File: src/rtl/ckm_pkg.sv
package ckm_pkg;
  typedef struct packed {
    logic hi;
    logic lo;
  } sync_cfg_t;
endpackage

File: src/rtl/ckm_src_mux.sv
module ckm_src_mux #(
  parameter int N     = 8,
  parameter int SEL_W = 4
) (
  input  logic [SEL_W-1:0] sel_i,
  input  logic [N-1:0]     src_i,
  output logic             y_o
);
  localparam int CODES = 1 << SEL_W;

  logic [CODES-1:0] padded;

  // codes without a line read a constant low
  generate
    for (genvar k = 0; k < CODES; k++) begin : g_pad
      if (k < N) begin : g_line
        assign padded[k] = src_i[k];
      end else begin : g_zero
        assign padded[k] = 1'b0;
      end
    end
  endgenerate

  assign y_o = padded[sel_i];
endmodule

File: src/rtl/ckm_switch_ctrl.sv
module ckm_switch_ctrl
  import ckm_pkg::*;
(
  input  logic      clk_i,
  input  logic      rst_ni,
  input  logic      mod_i,
  input  logic      car_h_i,
  input  logic      car_l_i,
  input  sync_cfg_t sync_i,
  output logic      sel_hi_nxt_o
);
  logic sel_hi_q;
  logic cur_sync;
  logic cur_car;
  logic hold;

  assign cur_sync = sel_hi_q ? sync_i.hi : sync_i.lo;
  assign cur_car  = sel_hi_q ? car_h_i : car_l_i;
  // a synchronized switch waits while the carrier being left is still high
  assign hold     = cur_sync && cur_car;

  always_comb begin
    sel_hi_nxt_o = sel_hi_q;
    if ((mod_i != sel_hi_q) && !hold) sel_hi_nxt_o = mod_i;
  end

  always_ff @(posedge clk_i or negedge rst_ni) begin
    if (!rst_ni) sel_hi_q <= 1'b0;
    else         sel_hi_q <= sel_hi_nxt_o;
  end


  hi_sync_hold_chk: assert property (@(posedge clk_i) disable iff (!rst_ni)
    (sel_hi_q && sync_i.hi && car_h_i && !mod_i) |=> sel_hi_q);


  lo_sync_hold_chk: assert property (@(posedge clk_i) disable iff (!rst_ni)
    (!sel_hi_q && sync_i.lo && car_l_i && mod_i) |=> !sel_hi_q);


  nosync_switch_chk: assert property (@(posedge clk_i) disable iff (!rst_ni)
    ((mod_i != sel_hi_q) && !(sel_hi_q ? sync_i.hi : sync_i.lo)) |=> (sel_hi_q == $past(mod_i)));


  settled_chk: assert property (@(posedge clk_i) disable iff (!rst_ni)
    (mod_i == sel_hi_q) |=> $stable(sel_hi_q));
endmodule

File: src/rtl/ckm_out_stage.sv
module ckm_out_stage (
  input  logic clk_i,
  input  logic rst_ni,
  input  logic en_i,
  input  logic out_en_i,
  input  logic sel_hi_i,
  input  logic car_h_i,
  input  logic car_l_i,
  output logic mod_o
);
  logic mix;

  assign mix = sel_hi_i ? car_h_i : car_l_i;

  always_ff @(posedge clk_i or negedge rst_ni) begin
    if (!rst_ni) mod_o <= 1'b0;
    else         mod_o <= en_i && out_en_i && mix;
  end


  gate_low_chk: assert property (@(posedge clk_i) disable iff (!rst_ni)
    (!en_i || !out_en_i) |=> !mod_o);


  reset_low_chk: assert property (@(posedge clk_i)
    !rst_ni |-> !mod_o);
endmodule

File: src/rtl/carrier_keyed_modulator.sv
module carrier_keyed_modulator
  import ckm_pkg::*;
#(
  parameter int MOD_N  = 8,
  parameter int CAR_N  = 6,
  parameter int MSEL_W = 4,
  parameter int CSEL_W = 3
) (
  input  logic              clk_i,
  input  logic              rst_ni,
  input  logic              en_i,
  input  logic              out_en_i,
  input  logic              sw_bit_i,
  input  logic [MSEL_W-1:0] mod_sel_i,
  input  logic [CSEL_W-1:0] carh_sel_i,
  input  logic [CSEL_W-1:0] carl_sel_i,
  input  logic              hsync_i,
  input  logic              lsync_i,
  input  logic [MOD_N-1:0]  mod_src_i,
  input  logic [CAR_N-1:0]  car_src_i,
  output logic              mod_o
);
  localparam int MLINES = MOD_N + 1;

  logic [MSEL_W-1:0] msel_eff;
  logic [CSEL_W-1:0] hsel_eff, lsel_eff;
  logic [MLINES-1:0] mlines;
  logic              mod_val, car_h, car_l, sel_hi_nxt;
  sync_cfg_t         sync_cfg;

  // disabled: defaults (code 0 = software bit / first carrier line)
  assign msel_eff = en_i ? mod_sel_i  : '0;
  assign hsel_eff = en_i ? carh_sel_i : '0;
  assign lsel_eff = en_i ? carl_sel_i : '0;
  assign mlines   = {mod_src_i, sw_bit_i};
  assign sync_cfg = '{hi: hsync_i, lo: lsync_i};

  ckm_src_mux #(.N(MLINES), .SEL_W(MSEL_W)) mod_mux_i (
    .sel_i(msel_eff), .src_i(mlines), .y_o(mod_val)
  );

  ckm_src_mux #(.N(CAR_N), .SEL_W(CSEL_W)) carh_mux_i (
    .sel_i(hsel_eff), .src_i(car_src_i), .y_o(car_h)
  );

  ckm_src_mux #(.N(CAR_N), .SEL_W(CSEL_W)) carl_mux_i (
    .sel_i(lsel_eff), .src_i(car_src_i), .y_o(car_l)
  );

  ckm_switch_ctrl ctrl_i (
    .clk_i       (clk_i),
    .rst_ni      (rst_ni),
    .mod_i       (mod_val),
    .car_h_i     (car_h),
    .car_l_i     (car_l),
    .sync_i      (sync_cfg),
    .sel_hi_nxt_o(sel_hi_nxt)
  );

  ckm_out_stage out_i (
    .clk_i   (clk_i),
    .rst_ni  (rst_ni),
    .en_i    (en_i),
    .out_en_i(out_en_i),
    .sel_hi_i(sel_hi_nxt),
    .car_h_i (car_h),
    .car_l_i (car_l),
    .mod_o   (mod_o)
  );
endmodule

File: config.mk
export PLATFORM = sky130hd
export DESIGN_NAME = carrier_keyed_modulator
export DESIGN_NICKNAME = d
export VERILOG_FILES = /design/src/rtl/ckm_pkg.sv /design/src/rtl/ckm_src_mux.sv /design/src/rtl/ckm_switch_ctrl.sv /design/src/rtl/ckm_out_stage.sv /design/src/rtl/carrier_keyed_modulator.sv
export SDC_FILE = /design/constraint.sdc
export NUM_CORES = 1
export LEC_CHECK = 0
export ABC_AREA = 1
export BUFFER_PORTS_ARGS = -buffer_cell sky130_fd_sc_hd__buf_2
export CORE_MARGIN = 2
export CORE_UTILIZATION = 36
export DETAILED_ROUTE_END_ITERATION = 10
export GPL_TIMING_DRIVEN = 0
export HOLD_SLACK_MARGIN = 0.15
export PLACE_DENSITY = 0.77
export SLEW_MARGIN = 15
export SYNTH_ARGS = -nofsm -noshare
export SYNTH_HDL_FRONTEND = slang
export SYNTH_HIERARCHICAL = 1
export SYNTH_SLANG_ARGS = --single-unit
File: constraint.sdc
create_clock -name clk_i -period 0.8 [get_ports clk_i]
set_clock_uncertainty 0.15 [all_clocks]
set_input_delay 0.12 -clock clk_i [delete_from_list [all_inputs] [get_ports clk_i]]
set_output_delay 0.12 -clock clk_i [all_outputs]
set_load 0.1 [all_outputs]
; Word-level counts from Yosys, hierarchy flattened
; Index checks and enable logic that the tools add are counted.
[totals]
reg_bits = 2
output_inout_bits = 1
word_cells = 24
[classes]
n_lt_le_gt_ge = 3
eq_ne = 1
mux = 13
n_reduce_logical = 5
[op_table]
columns = operator, n
row1 = $lt 3x4->1 const B, 2
row2 = $mux 1, 7
row3 = $bmux 1 s3, 2
row4 = $mux 3, 2
row5 = $lt 4x5->1 const B, 1
row6 = $bmux 1 s4, 1
row7 = $logic_and 1x1->1, 4
row8 = $mux 4, 1
row9 = $logic_not 1->1, 1
row10 = $ne 1x1->1, 1

; Depth between registers and ports, before layout
; Gate-level depths: netlist of run 1.
[depth]
word_depth = 10
ltp_mapped = 16
depth_no_buf = 15

; By module
; The synthesis of run 1 kept the hierarchy.
[by_module_without_submodules]
columns = module, n_inst, cells_each, area_per_inst_um2
row1 = ckm_src_mux (carh_mux_i ...), 2, 19, 80.1
row2 = ckm_src_mux (mod_mux_i), 1, 28, 120.1
row3 = carrier_keyed_modulator, 1, 21, 86.3
row4 = ckm_out_stage, 1, 8, 53.8
row5 = ckm_switch_ctrl, 1, 8, 51.3

; Worst setup path after synthesis of run 1
; No wires, ideal clock.
[synth_path]
kind = input-to-reg
start = input port en_i
end = register out_i.mod_o
setup_time_ps = 118
arrival_ps = 1196
path_slack_ps = -663
cell_stages = 15
n_path_buf = 1
cell_sequence = buf_6 -> nand2_1 -> inv_1 -> inv_2 -> or2_0 -> nand2_1 -> nand3_1 -> nand3_1 -> nand2_1 -> inv_1 -> nand2_1 -> nand2_1 -> nand2_1 -> nor2_1 -> nor2_2
[synth_between]
elab_cells_between_ends = 18
classes_between = 1 x eq/ne / 12 x mux / 5 x reduce/logical
[synth_rtl]
columns = element, line
row1 = start: declaration, carrier_keyed_modulator.sv:11  ; input logic en_i,
row2 = $mux 4 *, carrier_keyed_modulator.sv:32  ; assign msel_eff = en_i ? mod_sel_i : '0;
row3 = via msel_eff[0], carrier_keyed_modulator.sv:25  ; logic [MSEL_W-1:0] msel_eff;
row4 = $bmux 1 s4 *, ckm_src_mux.sv:24  ; assign y_o = padded[sel_i];
row5 = $mux 1 (not written as such) *, ckm_src_mux.sv:24
row6 = via mod_val, carrier_keyed_modulator.sv:28  ; logic mod_val, car_h, car_l, sel_hi_nxt;
row7 = $ne 1x1->1, ckm_switch_ctrl.sv:24  ; if ((mod_i != sel_hi_q) && !hold) sel_hi_nxt_o = mod_i;
row8 = $logic_and 1x1->1, ckm_switch_ctrl.sv:24
row9 = $mux 1 *, ckm_switch_ctrl.sv:24
row10 = via sel_hi_nxt, carrier_keyed_modulator.sv:28
row11 = $mux 1 *, ckm_out_stage.sv:13  ; assign mix = sel_hi_i ? car_h_i : car_l_i;
row12 = $logic_and 1x1->1 *, ckm_out_stage.sv:17  ; else mod_o <= en_i && out_en_i && mix;
row13 = end signal: assignment, ckm_out_stage.sv:17
row14 = end: declaration, ckm_out_stage.sv:9  ; output logic mod_o
; The timed path passes the listed nets; every way through them passes the cells marked *. The select of a mux whose other input is x is not followed.

; Worst setup path after layout of run 1
; Ends and elaborated chain as after synthesis.

==> flow_metrics.env, run 1 <==
export IMPL_drtIter0Drc=3
export IMPL_ys_warn_count=6
export IMPL_cts_tree="built"
export IMPL_cts_sinks=2
export IMPL_synth_top_area_share_pct=32.6
export IMPL_maxSlewViolCount=0
export IMPL_fmax_mhz=737
export IMPL_min_path_type="in -> reg"
export IMPL_routabilityCongestion=0.764
export IMPL_final_util_pct=61.0
export IMPL_place_hpwl_um=931
export IMPL_ant_nets=0
export IMPL_drt_wl_total_um=1260
export IMPL_yosysUniqueCellTypes=12
export IMPL_tns_ns=-1.33
export IMPL_drc=0
export IMPL_final_nets=173
export IMPL_synth_common_cells="41 x nand2_1, 33 x inv_1, 9 x nand3_1, 6 x nor2_1"
export IMPL_clk_pin_slew_worst_paths_ns=0.04
export IMPL_grt_setup_unrepaired="yes"
export IMPL_netlist_instances=103
export IMPL_synth_edf_count=0
export IMPL_viasPerCell=4.17
export IMPL_antenna_found_initial=0
export IMPL_vias=650
export IMPL_rr_worst_depth=5
export IMPL_tightest_slew_ns=0.163
export IMPL_synth_most_common_cell="nand2_1"
export IMPL_start_util_pct=37.2
export IMPL_first_global_vias=528
export IMPL_p_leak_nw=0.549
export IMPL_powerDensity_nw_per_um2=983
export IMPL_synth_nets=134
export IMPL_cts_hold_buf=1
export IMPL_fin_crit_ns=1.36
export IMPL_wl_per_cell_um=8.06
export IMPL_cts_inserted_buffers=3
export IMPL_dp_slack_ns=-0.892
export IMPL_port_buffer_count=31
export IMPL_die_y_um=40.2
export IMPL_fin_ws_ns=-0.557
export IMPL_failed_checks="negative setup slack"
export IMPL_track_usage_pct=17.4
export IMPL_hold_end="ctrl_i/sel_hi_q"
export IMPL_syn_cell_area_um2=472
export IMPL_overflow=0
export IMPL_grt_pass1_wl_um=1890
export IMPL_io_pins=32
export IMPL_yosysSeqAreaShare_pct=10.6
export IMPL_cp_max_fo=6
export IMPL_end_kind="flip-flop"
export IMPL_finalSetupViolations=3
export IMPL_regToRegEndpoint="out_i/mod_o"
export IMPL_hold_slack_ns=0.0602
export IMPL_status="finished with violations"
export IMPL_vdd_ir_drop_max_uv=723
export IMPL_start_kind="input port"
export IMPL_yosysTopAreaCell="nand2_1"
export IMPL_async_reset_ff_share_pct=100
export IMPL_holdPathStages=4
export IMPL_synth_seq_cells=2
export IMPL_root_buffer="clkbuf_4"
export IMPL_avgSynthCellArea_um2=4.58
export IMPL_diodes=0
export IMPL_cts_path_max_buffers=2
export IMPL_worstSetupPathType="in -> reg"
export IMPL_htreeDepth=1
export IMPL_regToRegSetupSlack_ns=-0.08
export IMPL_coreArea_um2=1270
export IMPL_min_from="lsync_i"
export IMPL_synthTopCellsByArea="nand2_1 33%, inv_1 26%, dfrtp_1 11%"
export IMPL_rr_startpoint="ctrl_i/sel_hi_q"
export IMPL_hold_viol_final=0
export IMPL_dieArea_um2=1620
export IMPL_grt_max_degree=7
export IMPL_die_w_um=40.2
export IMPL_fin_crit_sh_pct=170
export IMPL_syn_to_final_growth_pct=64.2
export IMPL_required_ns=0.80
export IMPL_clkLatencyLatePin_ns=0.21
export IMPL_synth_ff_type="dfrtp_1"
export IMPL_dr_pass1_iters=4
export IMPL_relSlewSlack_pct=89.1
export IMPL_max_cap_violations=0
export IMPL_drive_gt1_share_pct=32.6
export IMPL_row_count=13
export IMPL_cp_data_arrival_time_ns=1.36
==> flip-flops by register name, indices dropped and copies added, names as in the netlist <==
name             count
out_i/mod_o          1
ctrl_i/sel_hi_q      1
==> where the power goes <==
group | internal [mW] | leakage [nW] | switching, mW
sequential | 0.121 | 0.0232 | 0.00614
clock | 0.185 | 0.0150 | 0.0574
combinational | 0.186 | 0.511 | 0.205
==> final cells by class <==
class,instances,area (um^2)
Clock buffer,4,26.3
Fill cell,136,494
Multi-Input combinational cell,64,288
Sequential cell,2,53.8
Inverter,36,143
Tap cell,15,18.8
Buffer,1,15.0
Timing Repair Buffer,34,230
==> through the flow <==
step	std cells	total power, mW	area, um^2
after floorplan	103	0.341	482
after global placement	149	0.443	656
after detailed placement	149	0.449	656
after CTS	155	0.758	764
after global routing	156	0.828	774
final	156	0.761	774
==> critical path: stages <==
cell and delay [ns]:
buf_8 0.08, buf_8 0.11, nand2_4 0.05, inv_6 0.07, inv_4 0.04, or2_0 0.21
nand2_1 0.07, nand3_1 0.06, nand3_1 0.07, nand2_1 0.07, inv_1 0.05, nand2_1 0.05
nand2_1 0.07, nand2_2 0.07, nand2_1 0.06, nand2_1 0.06, nor2_2 0.07
==> kinds of logic (layout without fill, tap and decap cells) <==
logic type | after synthesis | count (layout) | share of synthesized area (%)
simple gates | 62 | 62 | 55.2
flops | 2 | 2 | 10.6
compound gates | 2 | 2 | 3.18
buf+inv | 37 | 75 | 31.0
==> timing repair <==
| action | CTS | global route |
|---|---|---|
| setup endpoints to repair | 3 | 3 |
| cloned | 1 | 0 |
| buffers inserted | 0 | 1 |
| pin swaps | 8 | 3 |
| gates resized for setup | 12 | 1 |
| endpoints found under the hold margin | 4 | 4 |
==> per-layer routing <==
layer | part of all wire [%] | vias up | track usage, % | wire (um)
met3 | 5.6 | 0 | 3.33 | 70
met4 | 0 | 0 | 5.00 | 0
met1 | 41 | 267 | 17.4 | 520
met2 | 53 | 18 | 35.5 | 666
li1 | - | 365 | - | -
met5 | 0 | - | 0 | 0
==> worst max-delay path by stage <==
stage / start / endpoint / slack, ns / cells past startpoint
finish: en_i / out_i/mod_o / -0.56 / 17
global placement: en_i / out_i/mod_o / -0.86 / 16
CTS: en_i / out_i/mod_o / -0.57 / 17
floorplan: en_i / out_i/mod_o / -0.62 / 15
detailed placement: en_i / out_i/mod_o / -0.89 / 16
global route: en_i / out_i/mod_o / -0.72 / 17
==> cell usage in the layout, fill, tap and decap left out, drive strengths merged <==
master,count
or2,3
o211ai,2
nand3b,1
clkbuf,4
dfrtp,2
nand4,1
dlygate4sd3,1
inv,36
bufbuf,1
nand2,41
nor2,7
buf,33
nand3,9
Power figures use the tool's default switching activity.
==> run 2: changes to the inputs <==
--- a/config.mk
+++ b/config.mk
@@ -7,14 +7,13 @@
 export LEC_CHECK = 0
 export ABC_AREA = 1
 export BUFFER_PORTS_ARGS = -buffer_cell sky130_fd_sc_hd__buf_2
-export CORE_MARGIN = 2
-export CORE_UTILIZATION = 36
+export CORE_AREA = 2 2 39 41
 export DETAILED_ROUTE_END_ITERATION = 10
+export DIE_AREA = 0 0 41 43
 export GPL_TIMING_DRIVEN = 0
 export HOLD_SLACK_MARGIN = 0.15
-export PLACE_DENSITY = 0.77
-export SLEW_MARGIN = 15
+export PLACE_DENSITY = 0.72
+export SLEW_MARGIN = 5
 export SYNTH_ARGS = -nofsm -noshare
 export SYNTH_HDL_FRONTEND = slang
-export SYNTH_HIERARCHICAL = 1
 export SYNTH_SLANG_ARGS = --single-unit
==> flow_metrics.env, run 2 <==
export IMPL_tns_ns=-0.863
export IMPL_wl_per_cell_um=9.35
export IMPL_finalSetupViolations=3
export IMPL_synthTopCellsByArea="nand2_1 27%, nand3_1 13%, dfrtp_1 12%"
export IMPL_dr_pass1_iters=5
export IMPL_fin_crit_sh_pct=143
export IMPL_synth_nets=108
export IMPL_drc=0
export IMPL_max_stage_delay_ns=0.47
export IMPL_cp_data_arrival_time_ns=0.87
export IMPL_drt_wl_total_um=1210
export IMPL_netlist_instances=77
export IMPL_row_count=14
export IMPL_synth_edf_count=0
export IMPL_relSlewSlack_pct=88.1
export IMPL_fmax_mhz=874
export IMPL_diodes=0
export IMPL_p_leak_nw=0.404
export IMPL_start_util_pct=30.7
export IMPL_synth_ff_type="dfrtp_1"
export IMPL_powerDensity_nw_per_um2=1090
export IMPL_first_global_vias=527
export IMPL_clkLatencyLatePin_ns=0.23
export IMPL_vias=598
export IMPL_port_buffer_count=30
export IMPL_max_cap_violations=0
export IMPL_p_comb_share_pct=48.0
export IMPL_switching_share_pct=35.4
export IMPL_grt_max_degree=11
export IMPL_vdd_ir_drop_max_uv=272
export IMPL_antenna_found_initial=0
export IMPL_syn_cell_area_um2=425
export IMPL_yosysTopAreaCell="nand2_1"
export IMPL_end_kind="primary output"
export IMPL_drive_gt1_share_pct=42.5
export IMPL_final_nets=145
export IMPL_layout_common_cells="31 x nand2_1, 29 x buf_2, 10 x inv_1"
export IMPL_cts_sinks=2
export IMPL_final_util_pct=48.9
export IMPL_synth_most_common_cell="nand2_1"
export IMPL_cts_hold_buf=1
export IMPL_failed_checks="negative setup slack"
export IMPL_p_seq_share_pct=17.5
export IMPL_avgSynthCellArea_um2=5.52
export IMPL_worstSetupPathType="reg -> out"
export IMPL_viasPerCell=4.64
export IMPL_root_buffer="clkbuf_4"
export IMPL_synth_common_cells="31 x nand2_1, 11 x nand3_1, 10 x inv_1, 5 x nand2_2"
export IMPL_io_pins=32
export IMPL_yosysUniqueCellTypes=18
export IMPL_yosysSeqAreaShare_pct=11.8
export IMPL_final_common_cell="nand2_1"
export IMPL_crit_buf_inv=1
export IMPL_place_hpwl_um=962
export IMPL_required_ns=0.53
export IMPL_cp_max_fo=1
export IMPL_coreArea_um2=1380
export IMPL_routabilityCongestion=0.685
export IMPL_maxSlewViolCount=0
export IMPL_status="finished with violations"
export IMPL_pwr_share_clk_pct=34.5
export IMPL_cts_path_max_buffers=2
export IMPL_die_y_um=43
export IMPL_worstPathCellList="buf_12"
export IMPL_cts_inserted_buffers=3
export IMPL_ant_nets=0
export IMPL_dp_slack_ns=-0.472
export IMPL_grt_pass1_wl_um=1720
export IMPL_hold_viol_final=0
export IMPL_layoutNonFillerInstCount=129
export IMPL_min_path_type="in -> async"
export IMPL_fin_crit_ns=1.14
export IMPL_dieArea_um2=1760
export IMPL_syn_to_final_growth_pct=59.1
export IMPL_cp_slowest_cell="dfrtp_4"
export IMPL_ys_warn_count=0
export IMPL_start_kind="flip-flop"
export IMPL_synth_seq_cells=2
export IMPL_cts_tree="built"
export IMPL_drtIter0Drc=5
export IMPL_overflow=0
export IMPL_synth_top_area_share_pct=27.4
export IMPL_placed_cells=123
export IMPL_htreeDepth=1
export IMPL_grt_setup_unrepaired="yes"
export IMPL_fin_ws_ns=-0.345
export IMPL_track_usage_pct=13.9
export IMPL_tightest_slew_ns=0.178
export IMPL_clk_pin_slew_worst_paths_ns=0.03
export IMPL_async_reset_ff_share_pct=100
export IMPL_intPower_mw=0.475
export IMPL_die_w_um=41
export IMPL_p_switching_mw=0.261
export IMPL_reg_top3="ctrl_i.sel_hi_q (1), out_i.mod_o (1)"
export IMPL_crit_family="flip-flops"
-- run 2: changes by cell type in the layout (fill, tap and decap cells not counted), sizes merged, moves of 2 or more --
cell / change
inv: -25
nand2: -5
nand3: +3
or2: -2
nor2: -4
nand4: +2
-- run 2: logic make-up after synthesis --
| group | Yosys count | share of synthesized area (%) |
|---|---|---|
| buffers and inverters | 13 | 17.1 |
| and+or+nand+nor | 57 | 62.9 |
| AOI/OAI and AO/OA | 5 | 8.23 |
| DFF | 2 | 11.8 |
-- run 2: layer usage --
metal  GRT usage, %  vias to the layer above  part of all wire (%)
li1               -                      318                     -
met1           13.0                      246                    39
met3           1.57                        4                    11
met4           8.00                        0                   2.2
met2           25.9                       30                    48
met5              0                        -                     0
-- run 2: worst paths after layout --
| path | from | to | slack (ns) | cells past startpoint |
|---|---|---|---|---|
| setup reg to reg | ctrl_i.sel_hi_q | out_i.mod_o | -0.31 | 6 |
| hold reg to reg | ctrl_i.sel_hi_q | ctrl_i.sel_hi_q | 0.51 | 4 |
| setup / recovery | out_i.mod_o | mod_o | -0.34 | 1 |
| min in group clk_i | out_en_i | out_i.mod_o | 0.04 | 5 |
| max in group asynchronous | rst_ni | out_i.mod_o | 0.35 | 2 |
| hold / removal | rst_ni | out_i.mod_o | 0.04 | 2 |
-- run 2: layout make-up --
| type | count | area, um^2 |
|---|---|---|
| fill | 165 | 707 |
| multi-input combinational | 62 | 313 |
| timing repair buffer | 32 | 183 |
| sequential | 2 | 53.8 |
| inverter | 11 | 41.3 |
| buffer | 2 | 40.0 |
| clock buffer | 4 | 26.3 |
| tap | 16 | 20.0 |
-- run 2: power by group through the flow --
| stage | sequential, mW | clock (mW) | combinational [mW] |
|---|---|---|---|
| floorplan | 0.157 | 0 | 0.181 |
| global placement | 0.126 | 0 | 0.317 |
| detailed placement | 0.126 | 0 | 0.325 |
| CTS | 0.127 | 0.255 | 0.343 |
| global route | 0.130 | 0.262 | 0.392 |
| finish | 0.129 | 0.254 | 0.354 |
-- run 2: what timing repair did --
action / 4_1_cts / 5_1_grt
setup buffers: 0 / 1
resized for setup: 4 / 0
endpoints found under the setup margin: 3 / 3
cloned: 0 / 0
endpoints found under the hold margin: 4 / 4
pin swaps: 2 / 0
-- run 2: per-stage QoR --
step	cell area, um^2	total power, mW	hold slack (ns)
after global placement	618	0.442	-0.245
after CTS	669	0.725	0.0493
after detailed placement	618	0.450	-0.242
final	677	0.736	0.0417
after global routing	677	0.785	0.0722
after floorplan	448	0.337	-0.326
==> run 3: changes to the inputs <==
--- a/config.mk
+++ b/config.mk
@@ -12,7 +12,8 @@
 export DIE_AREA = 0 0 41 43
 export GPL_TIMING_DRIVEN = 0
 export HOLD_SLACK_MARGIN = 0.15
-export PLACE_DENSITY = 0.72
+export MAX_ROUTING_LAYER = met4
+export PLACE_DENSITY = 0.69
 export SLEW_MARGIN = 5
 export SYNTH_ARGS = -nofsm -noshare
 export SYNTH_HDL_FRONTEND = slang
==> constraint.sdc (replaced) <==
create_clock -name clk_i -period 1.28 [get_ports clk_i]
set_clock_uncertainty 0.15 [all_clocks]
set_input_delay 0.192 -clock clk_i [delete_from_list [all_inputs] [get_ports clk_i]]
set_output_delay 0.192 -clock clk_i [all_outputs]
set_load 0.1 [all_outputs]
==> flow_metrics.env, run 3 (synthesis results as in run 2) <==
export IMPL_status="complete, no violations"
export IMPL_min_path_type="in -> reg"
export IMPL_clkLatencyLatePin_ns=0.22
export IMPL_drc=0
export IMPL_cts_tree="built"
export IMPL_dpl_cell_area_um2=596
export IMPL_track_usage_pct=14.7
export IMPL_regToRegSetupSlack_ns=0.17
export IMPL_min_from="carh_sel_i[2]"
export IMPL_final_nets=147
export IMPL_maxSlewViolCount=0
export IMPL_drt_wl_total_um=1090
export IMPL_drive_gt1_share_pct=38.6
export IMPL_finalSetupViolations=0
export IMPL_clk_pin_slew_worst_paths_ns=0.03
export IMPL_switching_share_pct=34.9
export IMPL_grt_pass1_wl_um=1860
export IMPL_max_stage_delay_ns=0.53
export IMPL_root_buffer="clkbuf_4"
export IMPL_row_count=14
export IMPL_cts_inserted_buffers=3
export IMPL_holdPathStages=5
export IMPL_overflow=0
export IMPL_hold_viol_final=0
export IMPL_p_comb_share_pct=49.3
export IMPL_n_fill_cell=143
export IMPL_final_common_cell="nand2_1"
export IMPL_cp_slowest_cell="dlygate4sd3_1"
export IMPL_cpMostUsedCell="nor2_2"
export IMPL_design_area_um2=661
export IMPL_wl_per_cell_um=8.37
export IMPL_start_util_pct=30.7
export IMPL_port_buffer_count=30
export IMPL_vdd_ir_drop_max_uv=236
export IMPL_tightest_slew_ns=0.277
export IMPL_p_switching_mw=0.145
export IMPL_grt_setup_unrepaired="no"
export IMPL_first_global_vias=559
export IMPL_rr_startpoint="ctrl_i.sel_hi_q"
export IMPL_layout_common_cells="31 x nand2_1, 29 x buf_2, 11 x nand3_1"
export IMPL_dr_pass1_iters=4
export IMPL_worstSetupPathType="in -> reg"
export IMPL_reg_top3="ctrl_i.sel_hi_q (1), out_i.mod_o (1)"
export IMPL_antenna_found_initial=0
export IMPL_cts_path_max_buffers=2
export IMPL_pwr_share_clk_pct=32.1
export IMPL_max_cap_violations=0
export IMPL_dieArea_um2=1760
export IMPL_powerDensity_nw_per_um2=629
export IMPL_routabilityCongestion=0.758
export IMPL_required_ns=1.24
export IMPL_end_kind="flip-flop"
export IMPL_diodes=0
export IMPL_hold_end="ctrl_i.sel_hi_q"
export IMPL_htreeDepth=1
export IMPL_ant_nets=0
export IMPL_syn_to_final_growth_pct=55.3
export IMPL_die_y_um=43
export IMPL_fmax_mhz=859
export IMPL_cts_sinks=2
export IMPL_place_hpwl_um=919
export IMPL_tns_ns=0
export IMPL_relSlewSlack_pct=81.7
export IMPL_cp_data_arrival_time_ns=1.12
export IMPL_io_pins=32
export IMPL_fin_crit_ns=1.16
export IMPL_rr_worst_depth=6
export IMPL_start_kind="input port"
export IMPL_cp_max_fo=2
export IMPL_hold_slack_ns=0.242
export IMPL_p_leak_nw=0.403
export IMPL_vias=578
export IMPL_p_seq_share_pct=18.6
export IMPL_drtIter0Drc=6
export IMPL_viasPerCell=4.45
export IMPL_coreArea_um2=1380
export IMPL_grt_max_degree=11
export IMPL_die_w_um=41
export IMPL_regToRegEndpoint="out_i.mod_o"
export IMPL_worstPathCellList="dlygate4sd3_1, buf_2, nand4_1, nand2_2, nor2_2, nor2_2"
export IMPL_intPower_mw=0.271
export IMPL_fin_crit_sh_pct=91.0
[run 3: cell count changes in the layout (fill, tap and decap cells not counted), sizes merged]
cell         change
buf              -1
clkbuf           -1
dlygate4sd3      +3
[run 3: layer usage]
layer / global-route usage, % / wire length, um / part of all wire (%) / up-vias
met1: 16.1 / 477 / 44 / 232
li1: - / - / - / 324
met3: 1.57 / 65 / 6.0 / 0
met5: - / 0 / 0 / -
met2: 26.3 / 545 / 50 / 22
met4: 4.00 / 0 / 0 / 0
[run 3: per-stage QoR]
stage               util (%)  power [mW]  setup WS, ns  cells
floorplan                  -       0.203        0.0485     77
global placement        43.0       0.270       -0.0309    123
detailed placement      43.0       0.274       -0.0616    123
CTS                     47.7       0.426         0.114    130
global route            47.7       0.461        0.0581    130
finish                  47.7       0.416         0.115    130
[run 3: final cells by class]
class | count | area [um^2] | area share [%]
clock buffers | 3 | 22.5 | 3.41
flip-flops and latches | 2 | 50.0 | 7.58
well taps | 16 | 20.0 | 3.03
inverters | 11 | 41.3 | 6.25
plain buffers | 2 | 31.3 | 4.73
multi-input cells | 62 | 303 | 45.8
repair buffers | 34 | 193 | 29.2
[run 3: critical path: cells and delay by family]
kind | cells | cell delay [ns]
buffers and inverters | 2 | 0.65
and+or+nand+nor | 4 | 0.27
[run 3: worst max-delay path by stage]
stage	start	end	slack, ns	cells after the start
floorplan	en_i	out_i.mod_o	0.05	11
global route	en_i	out_i.mod_o	0.06	10
global placement	en_i	out_i.mod_o	-0.03	11
CTS	hsync_i	out_i.mod_o	0.11	6
finish	hsync_i	out_i.mod_o	0.12	6
detailed placement	en_i	out_i.mod_o	-0.06	10
[run 3: what timing repair did]
action / 4_1_cts / 5_1_grt
setup buffers: 0 / 0
endpoints found under the setup margin: 1 / 0
endpoints found under the hold margin: 4 / 0
gates resized for setup: 1 / 0
hold buffers: 4 / 0
[run 3: power by group through the flow]
stage	Sequential (mW)	Combinational, mW	Clock [mW]
floorplan	0.0958	0.108	0
global placement	0.0773	0.193	0
detailed placement	0.0773	0.196	0
CTS	0.0775	0.207	0.141
global route	0.0784	0.234	0.149
finish	0.0773	0.205	0.133
